===== config.mk =====
export PLATFORM = sky130hd
export DESIGN_NAME = aic_top
export DESIGN_NICKNAME = d
export VERILOG_FILES = /design/src/rtl/aic_pkg.sv /design/src/rtl/aic_src_cell.sv /design/src/rtl/aic_arbiter.sv /design/src/rtl/aic_level_stack.sv /design/src/rtl/aic_top.sv
export SDC_FILE = /design/constraint.sdc
export NUM_CORES = 1
export LEC_CHECK = 0
export BUFFER_PORTS_ARGS = -buffer_cell sky130_fd_sc_hd__buf_2
export CAP_MARGIN = 20
export CORE_ASPECT_RATIO = 0.75
export CORE_MARGIN = 2
export CORE_UTILIZATION = 53
export DETAILED_ROUTE_END_ITERATION = 10
export PLACE_DENSITY_LB_ADDON = 0.08
export SYNTH_ARGS = -nofsm -noshare
export SYNTH_HDL_FRONTEND = slang
export SYNTH_HIERARCHICAL = 1
export SYNTH_SLANG_ARGS = --single-unit

===== constraint.sdc =====
create_clock -name clk_i -period 14.1 [get_ports clk_i]
set_clock_uncertainty 0.15 [all_clocks]
set_input_delay 3.525 -clock clk_i [delete_from_list [all_inputs] [get_ports clk_i]]
set_output_delay 3.525 -clock clk_i [all_outputs]
set_load 0.03 [all_outputs]

===== src/rtl/aic_pkg.sv =====
`timescale 1ns/100ps
package aic_pkg;
    localparam int PRIO_W = 3;
    localparam int ADDR_W = 5;
    localparam int ID_W   = 8;

    localparam logic [ADDR_W-1:0] ADR_FAST_CFG = 5'h10;
    localparam logic [ADDR_W-1:0] ADR_VECTOR   = 5'h18;
    localparam logic [ADDR_W-1:0] ADR_EOI      = 5'h19;
    localparam logic [ADDR_W-1:0] ADR_FAST_CLR = 5'h1A;
    localparam logic [31:0]       VEC_SPURIOUS = 32'h0000_00FF;

    typedef enum logic [1:0] {
        TRIG_HIGH = 2'b00,
        TRIG_LOW  = 2'b01,
        TRIG_RISE = 2'b10,
        TRIG_FALL = 2'b11
    } trig_e;

    typedef struct packed {
        logic               en;
        trig_e              mode;
        logic [PRIO_W-1:0]  prio;
    } src_cfg_t;

    typedef enum logic [1:0] {
        ST_EMPTY  = 2'd0,
        ST_NESTED = 2'd1,
        ST_FULL   = 2'd2
    } lvl_state_e;

    function automatic logic [31:0] cfg_to_word(input src_cfg_t c);
        return {24'd0, c.en, 2'b00, c.mode, c.prio};
    endfunction
endpackage


===== src/rtl/aic_src_cell.sv =====
`timescale 1ns/100ps
module aic_src_cell
    import aic_pkg::*;
#(
    parameter bit RESTRICTED = 1'b0
) (
    input  logic        clk_i,
    input  logic        rst_ni,
    input  logic        raw_i,
    input  logic        cfg_we_i,
    input  logic [31:0] cfg_wdata_i,
    input  logic        ack_i,
    output src_cfg_t    cfg_o,
    output logic        req_o
);
    src_cfg_t cfg_q;
    logic     prev_q;
    logic     pend_q;
    logic     edge_hit;
    logic     level_hit;
    trig_e    wmode;

    // Peripheral sources accept no polarity choice.
    assign wmode = RESTRICTED ? trig_e'({cfg_wdata_i[4], 1'b0})
                              : trig_e'(cfg_wdata_i[4:3]);

    always_comb begin
        edge_hit  = 1'b0;
        level_hit = 1'b0;
        unique case (cfg_q.mode)
            TRIG_HIGH: level_hit = raw_i;
            TRIG_LOW:  level_hit = ~raw_i;
            TRIG_RISE: edge_hit  = raw_i & ~prev_q;
            TRIG_FALL: edge_hit  = ~raw_i & prev_q;
        endcase
    end

    always_ff @(posedge clk_i or negedge rst_ni) begin
        if (!rst_ni) begin
            cfg_q  <= '0;
            prev_q <= 1'b0;
            pend_q <= 1'b0;
        end else begin
            prev_q <= raw_i;
            if (cfg_we_i) begin
                cfg_q  <= '{en: cfg_wdata_i[7], mode: wmode, prio: cfg_wdata_i[2:0]};
                pend_q <= 1'b0;
            end else if (edge_hit && cfg_q.en) begin
                pend_q <= 1'b1;
            end else if (ack_i) begin
                pend_q <= 1'b0;
            end
        end
    end

    assign cfg_o = cfg_q;
    assign req_o = cfg_q.en & (cfg_q.mode[1] ? pend_q : level_hit);
endmodule


===== src/rtl/aic_arbiter.sv =====
`timescale 1ns/100ps
module aic_arbiter
    import aic_pkg::*;
#(
    parameter int N = 6
) (
    input  logic [N-1:0]        req_i,
    input  logic [N*PRIO_W-1:0] prio_i,
    output logic                found_o,
    output logic [ID_W-1:0]     id_o,
    output logic [PRIO_W-1:0]   prio_o
);
    always_comb begin
        found_o = 1'b0;
        id_o    = '0;
        prio_o  = '0;
        // Strict compare keeps the lowest index on a tie.
        for (int i = 0; i < N; i++) begin
            if (req_i[i] && (!found_o || prio_i[i*PRIO_W +: PRIO_W] > prio_o)) begin
                found_o = 1'b1;
                id_o    = ID_W'(i);
                prio_o  = prio_i[i*PRIO_W +: PRIO_W];
            end
        end
    end
endmodule


===== src/rtl/aic_level_stack.sv =====
`timescale 1ns/100ps
module aic_level_stack
    import aic_pkg::*;
#(
    parameter  int DEPTH = 8,
    localparam int CW    = $clog2(DEPTH + 1)
) (
    input  logic              clk_i,
    input  logic              rst_ni,
    input  logic              push_i,
    input  logic [PRIO_W-1:0] push_prio_i,
    input  logic              pop_i,
    output logic              busy_o,
    output logic              full_o,
    output logic [PRIO_W-1:0] top_prio_o,
    output logic [CW-1:0]     depth_o
);
    lvl_state_e        state_q, state_d;
    logic [CW-1:0]     cnt_q;
    logic [PRIO_W-1:0] slot_q [DEPTH];
    logic              do_push, do_pop;

    assign do_push = push_i && (state_q != ST_FULL);
    assign do_pop  = pop_i  && (state_q != ST_EMPTY);

    always_comb begin
        state_d = state_q;
        unique case (state_q)
            ST_EMPTY:  if (push_i) state_d = (DEPTH == 1) ? ST_FULL : ST_NESTED;
            ST_NESTED: begin
                if (push_i && cnt_q == CW'(DEPTH - 1))  state_d = ST_FULL;
                else if (pop_i && cnt_q == CW'(1))      state_d = ST_EMPTY;
            end
            ST_FULL:   if (pop_i) state_d = (DEPTH == 1) ? ST_EMPTY : ST_NESTED;
            default:   state_d = ST_EMPTY;
        endcase
    end

    always_ff @(posedge clk_i or negedge rst_ni) begin
        if (!rst_ni) begin
            state_q <= ST_EMPTY;
            cnt_q   <= '0;
        end else begin
            state_q <= state_d;
            if (do_push)     cnt_q <= cnt_q + 1'b1;
            else if (do_pop) cnt_q <= cnt_q - 1'b1;
        end
    end

    for (genvar g = 0; g < DEPTH; g++) begin : g_slot
        always_ff @(posedge clk_i or negedge rst_ni) begin
            if (!rst_ni)                        slot_q[g] <= '0;
            else if (do_push && cnt_q == CW'(g)) slot_q[g] <= push_prio_i;
        end
    end

    always_comb begin
        busy_o     = (state_q != ST_EMPTY);
        full_o     = (state_q == ST_FULL);
        depth_o    = cnt_q;
        top_prio_o = '0;
        for (int i = 0; i < DEPTH; i++) begin
            if (cnt_q == CW'(i + 1)) top_prio_o = slot_q[i];
        end
    end
endmodule


===== src/rtl/aic_top.sv =====
`timescale 1ns/100ps
module aic_top
    import aic_pkg::*;
#(
    parameter  int N_INT       = 4,
    parameter  int N_EXT       = 2,
    parameter  int STACK_DEPTH = 8,
    localparam int N_SRC       = N_INT + N_EXT,
    localparam int SDW         = $clog2(STACK_DEPTH + 1)
) (
    input  logic              clk_i,
    input  logic              rst_ni,
    input  logic [N_INT-1:0]  periph_irq_i,
    input  logic [N_EXT-1:0]  ext_irq_i,
    input  logic              fast_irq_i,
    input  logic [ADDR_W-1:0] reg_addr_i,
    input  logic [31:0]       reg_wdata_i,
    input  logic              reg_we_i,
    input  logic              reg_re_i,
    output logic [31:0]       reg_rdata_o,
    output logic              irq_o,
    output logic              fiq_o
);
    logic [N_SRC-1:0]        raw_src;
    logic [N_SRC-1:0]        src_req;
    src_cfg_t                cfg [N_SRC];
    src_cfg_t                fast_cfg;
    logic [N_SRC*PRIO_W-1:0] prio_flat;
    logic                    win_found;
    logic [ID_W-1:0]         win_id;
    logic [PRIO_W-1:0]       win_prio;
    logic                    stk_busy, stk_full;
    logic [PRIO_W-1:0]       top_prio;
    logic [SDW-1:0]          stk_depth;
    logic                    ack_fire, eoi_wr;

    assign raw_src  = {ext_irq_i, periph_irq_i};
    assign ack_fire = reg_re_i && (reg_addr_i == ADR_VECTOR) && irq_o;
    assign eoi_wr   = reg_we_i && (reg_addr_i == ADR_EOI);

    for (genvar g = 0; g < N_SRC; g++) begin : g_src
        aic_src_cell #(.RESTRICTED(g < N_INT)) u_cell (
            .clk_i       (clk_i),
            .rst_ni      (rst_ni),
            .raw_i       (raw_src[g]),
            .cfg_we_i    (reg_we_i && reg_addr_i == ADDR_W'(g)),
            .cfg_wdata_i (reg_wdata_i),
            .ack_i       (ack_fire && win_id == ID_W'(g)),
            .cfg_o       (cfg[g]),
            .req_o       (src_req[g])
        );
        assign prio_flat[g*PRIO_W +: PRIO_W] = cfg[g].prio;
    end

    aic_src_cell #(.RESTRICTED(1'b0)) u_fast (
        .clk_i       (clk_i),
        .rst_ni      (rst_ni),
        .raw_i       (fast_irq_i),
        .cfg_we_i    (reg_we_i && reg_addr_i == ADR_FAST_CFG),
        .cfg_wdata_i (reg_wdata_i),
        .ack_i       (reg_we_i && reg_addr_i == ADR_FAST_CLR),
        .cfg_o       (fast_cfg),
        .req_o       (fiq_o)
    );

    aic_arbiter #(.N(N_SRC)) u_arb (
        .req_i   (src_req),
        .prio_i  (prio_flat),
        .found_o (win_found),
        .id_o    (win_id),
        .prio_o  (win_prio)
    );

    aic_level_stack #(.DEPTH(STACK_DEPTH)) u_stack (
        .clk_i       (clk_i),
        .rst_ni      (rst_ni),
        .push_i      (ack_fire),
        .push_prio_i (win_prio),
        .pop_i       (eoi_wr),
        .busy_o      (stk_busy),
        .full_o      (stk_full),
        .top_prio_o  (top_prio),
        .depth_o     (stk_depth)
    );

    assign irq_o = win_found && !stk_full && (!stk_busy || win_prio > top_prio);

    always_comb begin
        reg_rdata_o = '0;
        if (reg_addr_i == ADR_VECTOR) begin
            reg_rdata_o = irq_o ? {1'b1, 23'd0, win_id} : VEC_SPURIOUS;
        end else if (reg_addr_i == ADR_FAST_CFG) begin
            reg_rdata_o = cfg_to_word(fast_cfg);
        end else begin
            for (int i = 0; i < N_SRC; i++) begin
                if (reg_addr_i == ADDR_W'(i)) reg_rdata_o = cfg_to_word(cfg[i]);
            end
        end
    end
endmodule


==> impl_metrics.env <==
export IMPL_outcome="complete, but fails checks"
export IMPL_violations="setup timing"
export IMPL_fin_crit_sh_pct=104
export IMPL_crit_required_ns=10.43
export IMPL_clk_path_buf_depth=2
export IMPL_synth_common_cells="82 x dfrtp_1, 34 x buf_4, 34 x nand2_1"
export IMPL_hold_viol_final=0
export IMPL_path_class="input port to output pin"
export IMPL_first_pass_iters=5
export IMPL_finalPower_mw=1.14
export IMPL_cp_num_buf_inv=5
export IMPL_yosys_warnings=6
export IMPL_initial_core_util_pct=55.1
export IMPL_synthXorXnorAreaFrac_pct=0.912
export IMPL_synth_seq_area_share_pct=35.6
export IMPL_setup_violations=10
export IMPL_period_needed_ns=14.68
export IMPL_cts_hold_buf=0
export IMPL_synthArstFlopShare_pct=100
export IMPL_path_clk_slew_ns=0.06
export IMPL_die_y_um=94.3
export IMPL_syn_inst=554
export IMPL_vias_per_cell=5.76
export IMPL_wl_per_cell_um=18.2
export IMPL_insertion_delay_ns=0.34
export IMPL_cp_end_kind="output pin"
export IMPL_pwr_share_comb_pct=46.5
export IMPL_placed_area_mm2=0.00633
export IMPL_drv_slew=0
export IMPL_crit_fanout=7
export IMPL_critPathLaunchType="input port"
export IMPL_grt_overflow=0
export IMPL_drt_iter0_drc=265
export IMPL_dp_hpwl_um=10200
export IMPL_fin_setup_tns_ns=-5.44
export IMPL_synth_compound_gate_area_share_pct=14.9
export IMPL_dieArea_mm2=0.0117
export IMPL_fin_hold_ws_ns=0.344
export IMPL_totalWireLength_um=13900
export IMPL_yosys_area_share_adder_pct=4.78
export IMPL_num_vias=4394
export IMPL_gp_congestion=0.845
export IMPL_synth_top_area_share_pct=35.6
export IMPL_rows=32
export IMPL_clock_root_buffer="clkbuf_16"
export IMPL_cts_sinks=82
export IMPL_final_cell_area_mm2=0.00704
export IMPL_ios=82
export IMPL_cts_buffers=9
export IMPL_cp_arrival_ns=11.01
export IMPL_worst_ir_drop_vdd_mv=0.0973
export IMPL_nFillCells=790
export IMPL_grt_max_degree=83
export IMPL_slew_headroom_pct=22.7
export IMPL_htree_levels=3
export IMPL_syn_avg_cell_area_um2=10.4
export IMPL_detail_route_antenna_nets=0
export IMPL_final_layout_size_suffix_gt1_share_pct=37.6
export IMPL_powerDensity_mw_per_mm2=162
export IMPL_grt_antenna_before_repair=0
export IMPL_post_route_drc_count=0
export IMPL_hp_class="register to register"
export IMPL_synth_flop_cell="dfrtp_1"
export IMPL_synth_top_family_by_area="simple AND/OR/NAND/NOR gates"
export IMPL_slowest_delay_ns=0.37
export IMPL_critPathTopFamily="compound AO/OA/AOI/OAI gates"
export IMPL_rsz0062_at_grt="yes"
export IMPL_grt_usage_pct=25.1
export IMPL_p_seq_share_pct=27.8
export IMPL_p_int_uw=723
export IMPL_slowest_stage="a2111oi_4"
export IMPL_swShare_pct=36.8
export IMPL_synth_area_mm2=0.00576
export IMPL_p_sw_uw=421
export IMPL_yosysTopAreaCell="dfrtp_1"
export IMPL_grt_pass1_vias=4285
export IMPL_synthMuxAreaShare_pct=16.3
export IMPL_n_antenna_cell=0
export IMPL_portBuffers=32
export IMPL_yosysUniqueCellTypes=73
export IMPL_p_clk_share_pct=25.7
export IMPL_synth_most_common_cell="dfrtp_1"
export IMPL_pre_cts_ws_ns=-0.746
export IMPL_nNetsFinal=692
export IMPL_max_freq_ghz=0.0681
export IMPL_tightest_slew_ns=1.14
export IMPL_synthSimpleGateAreaFrac_pct=18.6
export IMPL_cts_tree="done"
export IMPL_die_x_um=124
export IMPL_synthTopCellsByArea="dfrtp_1 36%, mux2_4 7.6%, mux2_2 4.9%"
export IMPL_max_cap_violations=0
export IMPL_p_leak_nw=3.12
export IMPL_core_area_mm2=0.0105
export IMPL_worst_slack_ns=-0.585
export IMPL_grt_first_pass_wirelength_um=23000
export IMPL_synth_edff_count=0
export IMPL_ys_ff_latch=82
export IMPL_area_delta_synth_final_pct=22.2
[path summary, 6_finish.rpt]
check | slack [ns] | startpoint | endpoint | depth (start not counted)
worst max register to register | 5.07 | g_src[0].u_cell/cfg_o[4]$_DFFE_PN0P_ | u_stack/slot_q[19]$_DFFE_PN0P_ | 42
min in group asynchronous | 3.01 | rst_ni | g_src[1].u_cell/cfg_o[4]$_DFFE_PN0P_ | 1
max in group asynchronous | 10.17 | rst_ni | u_stack/slot_q[15]$_DFFE_PN0P_ | 2
worst min-delay path | 0.34 | u_stack/slot_q[22]$_DFFE_PN0P_ | u_stack/slot_q[22]$_DFFE_PN0P_ | 1
worst min register to register | 0.34 | u_stack/slot_q[22]$_DFFE_PN0P_ | u_stack/slot_q[22]$_DFFE_PN0P_ | 1
worst max-delay path | -0.58 | periph_irq_i[0] | reg_rdata_o[4] | 40
[layout by cell type (no fill, tap or decap), types with 16 or more instances in the layout]
| cell type | n |
|---|---|
| a21oi_1 | 26 |
| buf_2 | 20 |
| buf_4 | 50 |
| conb_1 | 32 |
| dfrtp_1 | 82 |
| inv_1 | 20 |
| mux2_2 | 25 |
| mux2_4 | 29 |
| nand2_1 | 30 |
| nand2b_1 | 16 |
| nor2_1 | 27 |
[metrics by stage]
stage / std cells / util (%)
5_1_grt: 763 / 67.4
3_3_place_gp: 729 / 60.5
6_report: 763 / 67.4
2_1_floorplan: 580 / -
4_1_cts: 755 / 65.9
3_5_place_dp: 729 / 60.5
[power groups by stage]
| stage | clock network, mW | logic (mW) | registers [mW] |
|---|---|---|---|
| 4_1_cts | 0.297 | 0.501 | 0.317 |
| 5_1_grt | 0.310 | 0.583 | 0.325 |
| 6_report | 0.294 | 0.532 | 0.318 |
| 3_5_place_dp | 0 | 0.474 | 0.321 |
| 2_1_floorplan | 0 | 0.363 | 0.304 |
| 3_3_place_gp | 0 | 0.461 | 0.318 |
[kinds of logic after synthesis]
kind of cell               after synthesis
AOI/OAI and AO/OA                      120
xor gates and xnor gates                 6
adders and majority gates               22
buffers and inverters                   77
DFF                                     82
muxes                                   74
other                                    6
and+or+nand+nor                        167
[layout make-up]
class / instances / area [um^2] / share of cell area (%)
clock inverter: 6 / 136 / 1.94
tap: 136 / 170 / 2.42
inverter: 23 / 91.3 / 1.30
timing repair buffer: 85 / 653 / 9.27
multi-input combinational: 421 / 3700 / 52.5
sequential: 82 / 2050 / 29.1
clock buffer: 10 / 239 / 3.39
[layer usage]
layer | routed length (um) | up-vias | global-route usage, %
met5 | 0 | - | 0
met4 | 141 | 0 | 6.65
met1 | 6900 | 2186 | 37.3
li1 | - | 2067 | -
met2 | 6030 | 128 | 37.5
met3 | 849 | 13 | 5.35
[flip-flops by register name, indices dropped and copies added (netlist names)]
name,cells
g_src.u_cell/cfg_o,32
u_stack/slot_q,24
g_src.u_cell/pend_q,6
g_src.u_cell/prev_q,6
u_fast/cfg_o,6
u_stack/depth_o,4
u_stack/state_q,2
u_fast/pend_q,1
u_fast/prev_q,1
[what timing repair did]
| item | in CTS | in global routing |
|---|---|---|
| buffers inserted | 10 | 7 |
| resized for setup | 29 | 20 |
| pin swaps | 20 | 23 |
| setup endpoints to repair | 10 | 10 |
[worst reg2reg max path: cells and delay by family, from the launching register on]
kind                       cells  cell delay [ns]
DFF                            1             0.44
muxes                          3             0.72
buffers and inverters          5             0.63
AOI/OAI and AO/OA             14             2.90
adders and majority gates      6             1.59
and+or+nand+nor               14             2.49
Note: power is estimated with default switching activity, not from simulation.
